**config.mk**
```make
export PLATFORM = sky130hd
export DESIGN_NAME = irq_priority_resolver
export DESIGN_NICKNAME = d
export VERILOG_FILES = /design/src/rtl/irq_res_pkg.sv /design/src/rtl/irq_block_set.sv /design/src/rtl/irq_rot_scan.sv /design/src/rtl/irq_priority_resolver.sv
export SDC_FILE = /design/constraint.sdc
export NUM_CORES = 1
export LEC_CHECK = 0
export ABC_CLOCK_PERIOD_IN_PS = 4200
export CAP_MARGIN = 10
export CELL_PAD_IN_SITES_DETAIL_PLACEMENT = 1
export CELL_PAD_IN_SITES_GLOBAL_PLACEMENT = 1
export CORE_MARGIN = 10
export CORE_UTILIZATION = 39
export DETAILED_ROUTE_END_ITERATION = 8
export MAX_ROUTING_LAYER = met4
export PLACE_DENSITY_LB_ADDON = 0.1
export SLEW_MARGIN = 10
export SYNTH_ARGS = -nofsm -noshare
export SYNTH_HDL_FRONTEND = slang
export SYNTH_SLANG_ARGS = --single-unit
```
**constraint.sdc**
```tcl
create_clock -name clk -period 4.2 [get_ports clk]
set_input_delay 0.42 -clock clk [delete_from_list [all_inputs] [get_ports clk]]
set_output_delay 0.42 -clock clk [all_outputs]
set_load 0.05 [all_outputs]
```
**src/rtl/irq_res_pkg.sv**
```systemverilog
package irq_res_pkg;
   localparam int unsigned DEF_PINS        = 8;
   localparam int unsigned DEF_CASCADE_PIN = 2;

   function automatic bit is_pow2(input int unsigned v);
      return (v >= 2) && ((v & (v - 1)) == 0);
   endfunction
endpackage

```
**src/rtl/irq_block_set.sv**
```systemverilog
module irq_block_set #(
   parameter int unsigned PINS        = irq_res_pkg::DEF_PINS,
   parameter int unsigned CASCADE_PIN = irq_res_pkg::DEF_CASCADE_PIN,
   parameter bit          NESTED_EXEMPT_EN = 1'b1
) (
   input  logic [PINS-1:0] req_i,
   input  logic [PINS-1:0] isr_i,
   input  logic [PINS-1:0] imr_i,
   input  logic            smm_i,
   input  logic            sfn_i,
   output logic [PINS-1:0] req_cand_o,
   output logic [PINS-1:0] req_stop_o,
   output logic [PINS-1:0] srv_cand_o
);
   localparam logic [PINS-1:0] CASCADE_BIT = PINS'(1) << CASCADE_PIN;

   logic [PINS-1:0] exempt;

   generate
      if (NESTED_EXEMPT_EN) begin : g_exempt
         assign exempt = sfn_i ? CASCADE_BIT : '0;
      end else begin : g_no_exempt
         logic unused_sfn;
         assign unused_sfn = sfn_i;
         assign exempt = '0;
      end
   endgenerate

   assign req_cand_o = req_i & ~imr_i;
   assign req_stop_o = smm_i ? '0 : (isr_i & ~exempt);
   assign srv_cand_o = smm_i ? (isr_i & ~imr_i) : isr_i;
endmodule

```
**src/rtl/irq_rot_scan.sv**
```systemverilog
module irq_rot_scan #(
   parameter int unsigned PINS = irq_res_pkg::DEF_PINS,
   localparam int unsigned IW  = $clog2(PINS)
) (
   input  logic [PINS-1:0] cand_i,
   input  logic [PINS-1:0] stop_i,
   input  logic [IW-1:0]   start_i,
   output logic            found_o,
   output logic [IW-1:0]   idx_o
);
   always_comb begin
      logic          done;
      logic [IW-1:0] pin;
      done    = 1'b0;
      found_o = 1'b0;
      idx_o   = '0;
      for (int k = 0; k < PINS; k++) begin
         pin = start_i + IW'(k);
         if (!done) begin
            if (stop_i[pin]) begin
               done = 1'b1;
            end else if (cand_i[pin]) begin
               found_o = 1'b1;
               idx_o   = pin;
               done    = 1'b1;
            end
         end
      end
   end
endmodule

```
**src/rtl/irq_priority_resolver.sv**
```systemverilog
module irq_priority_resolver #(
   parameter int unsigned PINS        = irq_res_pkg::DEF_PINS,
   parameter int unsigned CASCADE_PIN = irq_res_pkg::DEF_CASCADE_PIN,
   parameter bit          NESTED_EXEMPT_EN = 1'b1,
   localparam int unsigned IW = $clog2(PINS)
) (
   input  logic            clk,
   input  logic            rst_n,
   input  logic [PINS-1:0] req_i,
   input  logic [PINS-1:0] isr_i,
   input  logic [PINS-1:0] imr_i,
   input  logic [IW-1:0]   low_ptr_i,
   input  logic            smm_i,
   input  logic            sfn_i,
   output logic            req_valid_o,
   output logic [IW-1:0]   req_idx_o,
   output logic            srv_valid_o,
   output logic [IW-1:0]   srv_idx_o,
   output logic            req_valid_q_o,
   output logic [IW-1:0]   req_idx_q_o,
   output logic            srv_valid_q_o,
   output logic [IW-1:0]   srv_idx_q_o
);
   generate
      if (!irq_res_pkg::is_pow2(PINS)) begin : g_bad_pins
         $error("PINS must be a power of two and at least 2");
      end
      if (CASCADE_PIN >= PINS) begin : g_bad_cascade
         $error("CASCADE_PIN must be below PINS");
      end
   endgenerate

   logic [PINS-1:0] req_cand, req_stop, srv_cand;
   logic [IW-1:0]   start;

   assign start = low_ptr_i + IW'(1);

   irq_block_set #(
      .PINS(PINS), .CASCADE_PIN(CASCADE_PIN), .NESTED_EXEMPT_EN(NESTED_EXEMPT_EN)
   ) u_block (
      .req_i(req_i), .isr_i(isr_i), .imr_i(imr_i),
      .smm_i(smm_i), .sfn_i(sfn_i),
      .req_cand_o(req_cand), .req_stop_o(req_stop), .srv_cand_o(srv_cand)
   );

   irq_rot_scan #(.PINS(PINS)) u_req_scan (
      .cand_i(req_cand), .stop_i(req_stop), .start_i(start),
      .found_o(req_valid_o), .idx_o(req_idx_o)
   );

   irq_rot_scan #(.PINS(PINS)) u_srv_scan (
      .cand_i(srv_cand), .stop_i('0), .start_i(start),
      .found_o(srv_valid_o), .idx_o(srv_idx_o)
   );

   always_ff @(posedge clk or negedge rst_n) begin
      if (!rst_n) begin
         req_valid_q_o <= 1'b0;
         req_idx_q_o   <= '0;
         srv_valid_q_o <= 1'b0;
         srv_idx_q_o   <= '0;
      end else begin
         req_valid_q_o <= req_valid_o;
         req_idx_q_o   <= req_idx_o;
         srv_valid_q_o <= srv_valid_o;
         srv_idx_q_o   <= srv_idx_o;
      end
   end
endmodule

```
Word-level counts from Yosys, hierarchy flattened --
Memories as Yosys holds them, arrays and structs flattened. Cells that the tools add are included.
Cells by class: muxes and demuxes 189, magnitude comparators 8, bitwise operators 5, add/sub/neg operators 8
Operator list (number):
- 2-to-1 mux 3 bit | 47
- 2-to-1 mux 1 bit | 116
- binary-select mux 1 bit (select 3 bit) | 24
- less-than comparator 3 x 4 -> 1 bit (second input constant) | 8
- AND 8 bit | 3
- 2-to-1 mux 8 bit | 2
- NOT 8 bit | 2
- adder 3 bit (second input constant) | 4
- adder 3 x 1 -> 3 bit (second input constant) | 2
- adder 3 x 2 -> 3 bit (second input constant) | 2
Word-level totals: register bits after elaboration 8, word-level logic and storage cells 222, memories 8, input bits 31, output and inout bits 16, ROM bits 64
Memories:
- (no name shown) | words 8, bits a word 1, rd ports 1, clocked after memory_dff 0, write ports 0, RTL line irq_rot_scan.sv:20 | if (stop_i[pin]) begin
- (no name shown) | words 8, bits a word 1, rd ports 1, clocked after memory_dff 0, write ports 0, RTL line irq_rot_scan.sv:20
- (no name shown) | words 8, bits a word 1, rd ports 1, clocked after memory_dff 0, write ports 0, RTL line irq_rot_scan.sv:20
- (no name shown) | words 8, bits a word 1, rd ports 1, clocked after memory_dff 0, write ports 0, RTL line irq_rot_scan.sv:20
- (no name shown) | words 8, bits a word 1, rd ports 1, clocked after memory_dff 0, write ports 0, RTL line irq_rot_scan.sv:20
- (no name shown) | words 8, bits a word 1, rd ports 1, clocked after memory_dff 0, write ports 0, RTL line irq_rot_scan.sv:20
- +2 memories

Depth between registers and ports, before layout --
Gate-level depths: netlist of the first run.
word-level depth 28, gate-level depth with buffers 14, mapped depth without buffers 10

Modules after synthesis --
From an unflattened synthesis of the first run, not the netlist that was laid out.
Second synthesis, totals: cells, all modules 363, area total of the unflattened synthesis 3109.2 um^2
By module, submodules not included:
- irq_rot_scan | seq. area each 0.0 um^2, area each 1347.5 um^2, cells an instance 163, instances 2
- irq_priority_resolver | seq. area each 200.2 um^2, area each 229.0 um^2, cells an instance 12, instances 1
- irq_block_set | seq. area each 0.0 um^2, area each 185.2 um^2, cells an instance 25, instances 1

Least setup slack after synthesis of the first run --
OpenSTA, ideal clock, no wires.
kind input to output, start input low_ptr_i[0], end output req_idx_o[2], data required time 3780 ps, buffers on the path 3, path slack -454 ps, stages 11, arrival 4234 ps, cell sequence buf_6 -> inv_2 -> buf_2 -> ha_1 -> buf_2 -> and2b_1 -> nor2_1 -> mux4_2 -> nor4_4 -> nand2b_1 -> o311ai_1
On the way: word-level cells in the longest chain between the ends 26, elaborated cells on any way between the ends 83, those cells by class 8 x add/sub; 75 x mux
RTL lines:
- start: declaration | RTL line irq_priority_resolver.sv:12 | input logic [IW-1:0] low_ptr_i,
- adder 3 x 1 -> 3 bit * | RTL line irq_priority_resolver.sv:36 | assign start = low_ptr_i + IW'(1);
- branches (longest 24 deep; another with adder 3 x 1 -> 3 bit)
- 2-to-1 mux 3 bit * | RTL line irq_rot_scan.sv:19 | if (!done) begin
- end: declaration | RTL line irq_priority_resolver.sv:16 | output logic [IW-1:0] req_idx_o,
Mark *: on every way between the ends. The select of a mux whose other input is x is not followed.

Worst setup path in the final report of the first run --
start input low_ptr_i[1], end output req_idx_o[0]
Same word-level chain as after synthesis.

==> results of run 1 <==
-- worst max-delay path: stages --
cell	delay, ns
clkdlybuf4s50_1	0.43
ha_1	0.36
buf_4	0.21
and4b_1	0.24
o41ai_2	0.44
o221ai_2	0.19
nor4_4	0.41
nand4b_2	0.22
or2_1	0.30
o311ai_1	0.09
mux2_2	0.26
buf_12	0.14
-- worst min path at each step --
stage / end / slack [ns] / cells past startpoint
finish: req_idx_q_o[2] / 0.48 / 1
global route: srv_valid_q_o / 0.50 / 1
CTS: req_valid_q_o / 0.48 / 1
detailed placement: req_valid_q_o / 0.73 / 1
global placement: req_idx_q_o[1] / 0.72 / 1
floorplan: req_idx_q_o[0] / 0.12 / 0
-- registers in the layout (all words and copies together), names as in the netlist --
register / flops
req_idx_q_o: 3
srv_idx_q_o: 3
req_valid_q_o: 1
srv_valid_q_o: 1
-- cells by family (layout without fill, tap and decap cells) --
group	after synthesis	after routing	share of synthesized area (%)
AOI/OAI and AO/OA	75	75	23.8
xor gates and xnor gates	6	6	5.07
adders and majority gates	2	2	1.10
buffers and inverters	23	85	4.68
DFF	8	8	8.81
muxes	50	50	26.9
and+or+nand+nor	115	115	29.6
-- power by group through the flow --
| stage | sequential, mW | clock [mW] | combinational [mW] |
|---|---|---|---|
| finish | 0.102 | 0.0913 | 0.785 |
| global placement | 0.103 | 0 | 0.754 |
| floorplan | 0.178 | 0 | 0.392 |
| CTS | 0.103 | 0.0947 | 0.765 |
| global route | 0.104 | 0.0981 | 0.828 |
| detailed placement | 0.104 | 0 | 0.762 |
-- repair_timing --
action | 4_1_cts | 5_1_grt
resized for setup | 1 | 6
setup endpoints to repair | 1 | 5
setup buffers | 0 | 3
pin swaps | 0 | 2
-- per-layer routing --
layer	global-route usage (%)	part of all wire, %	vias to the layer above
met5	-	0	-
met4	3.75	0.75	0
met3	3.19	6.3	6
met2	32.2	49	95
met1	24.6	44	1273
li1	-	-	1224
-- metrics by stage --
step	hold slack [ns]	total power, mW
after global routing	0.501	1.03
after global placement	0.718	0.857
after CTS	0.483	0.963
after floorplan	0.124	0.569
after detailed placement	0.726	0.866
final	0.482	0.979
-- cell usage in the layout, fill, tap and decap left out, types with 5 or more instances in the layout --
cell	count
mux4_2	7
mux2i_1	24
buf_4	31
nor2_1	24
o21ai_0	12
a21oi_1	12
o211ai_1	5
a22oi_1	5
dfrtp_1	8
nor4bb_1	6
mux2_2	17
o21a_1	5
buf_12	7
nor3_1	8
nand2b_1	5
clkdlybuf4s50_1	37
nand2_1	29
nor2b_1	9
-- layout make-up --
class	instances	share of cell area, %
Multi-Input combinational cell	248	64.7
Timing Repair Buffer	76	24.0
Inverter	6	0.721
Sequential cell	8	6.41
Tap cell	72	2.88
Clock buffer	3	1.32
==> flow_summary.yaml, run 1 <==
worst_setup_path:
  setup.worst_path.end: "req_idx_o[0]"
  crit_arrival_ns: 3.71
  crit_fanout: 15
  crit_start: "low_ptr_i[1]"
  critPathKind: "in -> out"
  worstSetupStartpointType: "input port"
  crit_path_end_kind: "primary output"
  cp.required_ns: 3.78
synthesis:
  avgSynthCellArea_um2: 8.14
  syn_nets: 312
  synth_area_leaders: "mux2i_1 11%, dfrtp_1 8.8%, mux2_2 7.9%, mux4_2 6.9%, nand2_1 4.8%"
  yosysTopAreaCell: "mux2i_1"
  syn_area_um2: 2270
  async_reset_ff_share_pct: 100
  ys_seq_elements: 8
  synthCells: 279
  synth_cell_type_count: 70
  yosysMostFrequentCell: "nand2_1"
  synth_common_cells: "29 x nand2_1, 25 x mux2i_1, 24 x nor2_1"
  ys_warn_count: 0
  ys_seq_area_share_pct: 8.81
  synth_top_cell_area_share_pct: 11.0
  synth_ff_type: "dfrtp_1"
  synth_edf_count: 0
power:
  power_density_nw_per_um2: 313
  pwr-share-clk_pct: 9.3
  internal_power_uw: 494
  pwr-share-seq_pct: 10.4
  p_leak_nw: 1.25
  p_switching_uw: 485
  pwr-share-comb_pct: 80.2
  max-vdd-ir-drop_uv: 297
  swShare_pct: 49.5
placed_design:
  place_ws_ns: -0.0661
  dp.cells: 407
  dpl_cell_area_um2: 3020
  dp_hpwl_mm: 7.38
  gp_congestion: 0.980
  io_buffers: 46
floorplan:
  core_um2: 5570
  initial_core_util_pct: 40.8
  die_h_um: 96.3
  dieArea_um2: 9280
  boundaryPins: 47
  die_w_um: 96.3
  rows: 27
hold_path:
  hp-class: "in -> async"
finish:
  drive_gt1_share_pct: 24.6
  finalNonFillerCells: 413
  final_nets: 376
  design_area_um2: 3120
  fillers: 668
  area_growth_pct: 37.4
  antenna_cells: 0
  utilization_pct: 56.0
  multiInputGateArea_um2: 2020
  seqCellArea_um2: 200
routing:
  vias: 2598
  drtPass1Iterations: 4
  drt_iter0_markers: 235
  via_per_inst: 6.29
  route.detailed.drc: 0
  wl_per_cell_um: 21.8
  postRouteAntennaNets: 0
  wirelength_mm: 9.01
clock_network:
  cts.path.max_buffers: 2
  clk_pin_slew_ns: 0.04
  h-tree-depth: 1
  cts_tree: "yes"
  clock_sinks: 8
  postCtsHoldBufs: 0
  root_buffer: "clkbuf_8"
  cts_made_buffers: 3
timing:
  drv_slew: 0
  setup_viol: 0
  tightest_slew_ns: 0.605
  fin_tns_setup_ns: 0
  fin_crit_ns: 4.13
  fin_ws_ns: 0.0713
  min_period_over_period_pct: 98.3
  slew_headroom_pct: 59.1
  max_freq_mhz: 242
  rsz0062_at_grt: "yes"
  hold_viol: 0
global_routing:
  grtUsageTotal_pct: 19.5
  grt_max_degree: 45
  antenna_found_initial: 0
  grt_pass1_wl_mm: 14.0
  grt-ovfl-total: 0
  grt_pass1_vias: 2660
status:
  outcome: "finished clean"
job:
  max_cap_violations: 0
Power figures use the tool's default switching activity.
==> run 2: changes to the inputs <==
--- a/config.mk
+++ b/config.mk
@@ -10,11 +10,12 @@
 export CELL_PAD_IN_SITES_DETAIL_PLACEMENT = 1
 export CELL_PAD_IN_SITES_GLOBAL_PLACEMENT = 1
 export CORE_MARGIN = 10
-export CORE_UTILIZATION = 39
+export CORE_UTILIZATION = 40
 export DETAILED_ROUTE_END_ITERATION = 8
 export MAX_ROUTING_LAYER = met4
 export PLACE_DENSITY_LB_ADDON = 0.1
 export SLEW_MARGIN = 10
 export SYNTH_ARGS = -nofsm -noshare
 export SYNTH_HDL_FRONTEND = slang
+export SYNTH_HIERARCHICAL = 1
 export SYNTH_SLANG_ARGS = --single-unit
==> run 2 against run 1 <==
Non-clock buffer count increased by 15; hold slack worse by 0.0085 ns; worst setup slack gained 0.035 ns; global-route usage is 0.70 points lower.
==> flow_summary.yaml, run 2 <==
floorplan:
  die_h_um: 108
  dieArea_um2: 11700
  core_um2: 7650
  rows: 32
  initial_core_util_pct: 40.7
  boundaryPins: 47
  die_w_um: 108
worst_setup_path:
  slowest_delay_ns: 0.57
  cp.required_ns: 3.78
  cpMostUsedCell: "buf_12"
  cp_slowest_cell: "mux4_2"
  crit_fanout: 38
  crit_path_end_kind: "primary output"
  cp_top_family: "buffers and inverters"
  critPathKind: "in -> out"
  crit_arrival_ns: 3.67
  cp_num_buf_inv: 4
  worstSetupStartpointType: "input port"
  cp_cell_sequence: "clkdlybuf4s50_1 -> inv_2 -> buf_12 -> mux4_2 -> mux2_4 -> a2111oi_4 -> nand4_4 -> a21o_1 -> a21oi_1 -> nand4bb_1 -> buf_12"
routing:
  via_per_inst: 5.68
  wirelength_mm: 11.1
  drt_iter0_markers: 213
  route.detailed.drc: 0
  wl_per_cell_um: 18.9
  vias: 3336
  postRouteAntennaNets: 0
  drtPass1Iterations: 4
synthesis:
  synth_edf_count: 0
  synth_compound_area_share_pct: 18.8
  synth-simple-area-share_pct: 27.2
  yosysMostFrequentCell: "nand2_1"
  synth_top_cell_area_share_pct: 17.4
  yosysTopAreaCell: "mux4_2"
  ys_warn_count: 6
  synth_common_cells: "36 x nand2_1, 32 x mux2i_1, 30 x nor2_1"
  async_reset_ff_share_pct: 100
  synth-xor-area-share_pct: 1.97
  ys_seq_elements: 8
  synthCells: 363
  synth_fa_ha_area_share_pct: 2.01
  ys_seq_area_share_pct: 6.44
  syn_area_um2: 3110
  synth_ff_type: "dfrtp_1"
  synth_top_family_by_area: "multiplexers"
  synth_area_leaders: "mux4_2 17%, mux2i_1 10%, dfrtp_1 6.4%, nand2_1 4.3%, nor2_1 3.6%"
  synth_cell_type_count: 55
  synth.area.mux_share_pct: 36.9
  avgSynthCellArea_um2: 8.57
finish:
  final_common_cell: "conb_1"
  drive_gt1_share_pct: 23.7
  top_regs: "req_idx_q_o (3), srv_idx_q_o (3)"
  mostFrequentLayoutCells: "52 x conb_1, 43 x buf_4, 38 x clkdlybuf4s50_1"
  final_nets: 523
  utilization_pct: 57.1
  antenna_cells: 0
  design_area_um2: 4370
  finalNonFillerCells: 587
  fillers: 935
  area_growth_pct: 40.4
clock_network:
  root_buffer: "clkbuf_8"
  cts_made_buffers: 3
  cts.path.max_buffers: 2
  postCtsHoldBufs: 0
  clock_sinks: 8
  h-tree-depth: 1
  cts_tree: "yes"
  clk_pin_slew_ns: 0.04
global_routing:
  grtUsageTotal_pct: 18.8
  grt_max_degree: 39
  grt_pass1_vias: 3353
  grt-ovfl-total: 0
  antenna_found_initial: 0
  grt_pass1_wl_mm: 17.6
job:
  max_cap_violations: 0
status:
  outcome: "finished clean"
placed_design:
  dp_hpwl_mm: 9.18
  io_buffers: 46
  dpl_cell_area_um2: 4200
  gp_congestion: 0.877
  dp.cells: 580
power:
  p_total_mw: 1.15
  max-vdd-ir-drop_uv: 101
  power_density_nw_per_um2: 264
  p_leak_nw: 1.83
timing:
  setup_viol: 0
  drv_slew: 0
  min_period_over_period_pct: 97.5
  tightest_slew_ns: 0.589
  slew_headroom_pct: 60.6
  hold_viol: 0
  rsz0062_at_grt: "yes"
  fin_crit_ns: 4.09
  max_freq_mhz: 244
hold_path:
  hp-class: "in -> async"
-- run 2: changes by cell type in the layout (fill, tap and decap cells not counted), moves of 7 or more --
cell      delta
nor2b_1      +8
inv_1       +12
conb_1      +52
nand2b_1     +7
nand3_1      +8
mux4_2      +17
mux2i_1      +7
nand2_1      +7
a211oi_1     +7
buf_4       +12
mux2_2      -13
-- run 2: logic make-up (layout without fill, tap and decap cells) --
group / Yosys count / after routing
other: 1 / 52
AOI/OAI and AO/OA: 74 / 74
DFF: 8 / 8
muxes: 74 / 74
buffers and inverters: 42 / 113
adders and majority gates: 5 / 5
xor gates and xnor gates: 7 / 7
and+or+nand+nor: 152 / 152
-- run 2: layer usage --
layer	wire length, um	part of all wire, %	vias up	GRT usage, %
met4	68	0.61	0	2.48
li1	-	-	1581	-
met3	654	5.9	6	2.56
met5	0	0	-	-
met1	5200	47	1647	25.3
met2	5160	47	102	30.0
-- run 2: layout make-up --
type / count / area [um^2] / area share [%]
multi-input cells: 364 / 3020 / 69.2
repair buffers: 91 / 903 / 20.7
flip-flops and latches: 8 / 200 / 4.59
well taps: 102 / 128 / 2.92
inverters: 19 / 71.3 / 1.63
clock buffers: 3 / 41.3 / 0.946
-- run 2: worst max-delay path by stage --
stage / from / end / slack, ns / depth (start not counted)
finish: low_ptr_i[0] / req_valid_o / 0.11 / 11
floorplan: low_ptr_i[0] / srv_idx_o[0] / 0.14 / 13
global placement: low_ptr_i[0] / req_idx_o[2] / 0.09 / 13
CTS: low_ptr_i[0] / req_idx_o[2] / 0.006 / 14
global route: low_ptr_i[0] / req_idx_o[2] / -0.02 / 11
detailed placement: low_ptr_i[0] / req_valid_o / -0.02 / 13
-- run 2: metrics by stage --
stage | TNS [ns] | setup WS [ns] | hold WS, ns
final | 0 | 0.106 | 0.474
after global placement | 0 | 0.0922 | 0.713
after floorplan | 0 | 0.137 | 0.124
after CTS | 0 | 0.00553 | 0.483
after global routing | -0.0308 | -0.0196 | 0.516
after detailed placement | -0.0310 | -0.0159 | 0.725
-- run 2: timing repair --
item / in CTS / in global routing
resized for setup: 1 / 13
pin swaps: 0 / 1
setup buffers: 0 / 4
setup endpoints to repair: 2 / 8
-- run 2: power by group --
group	switching [mW]	internal, mW	total (mW)	leakage (nW)
registers	0.00462	0.0962	0.101	0.102
clock network	0.0285	0.0619	0.0904	0.0216
logic	0.541	0.419	0.960	1.71
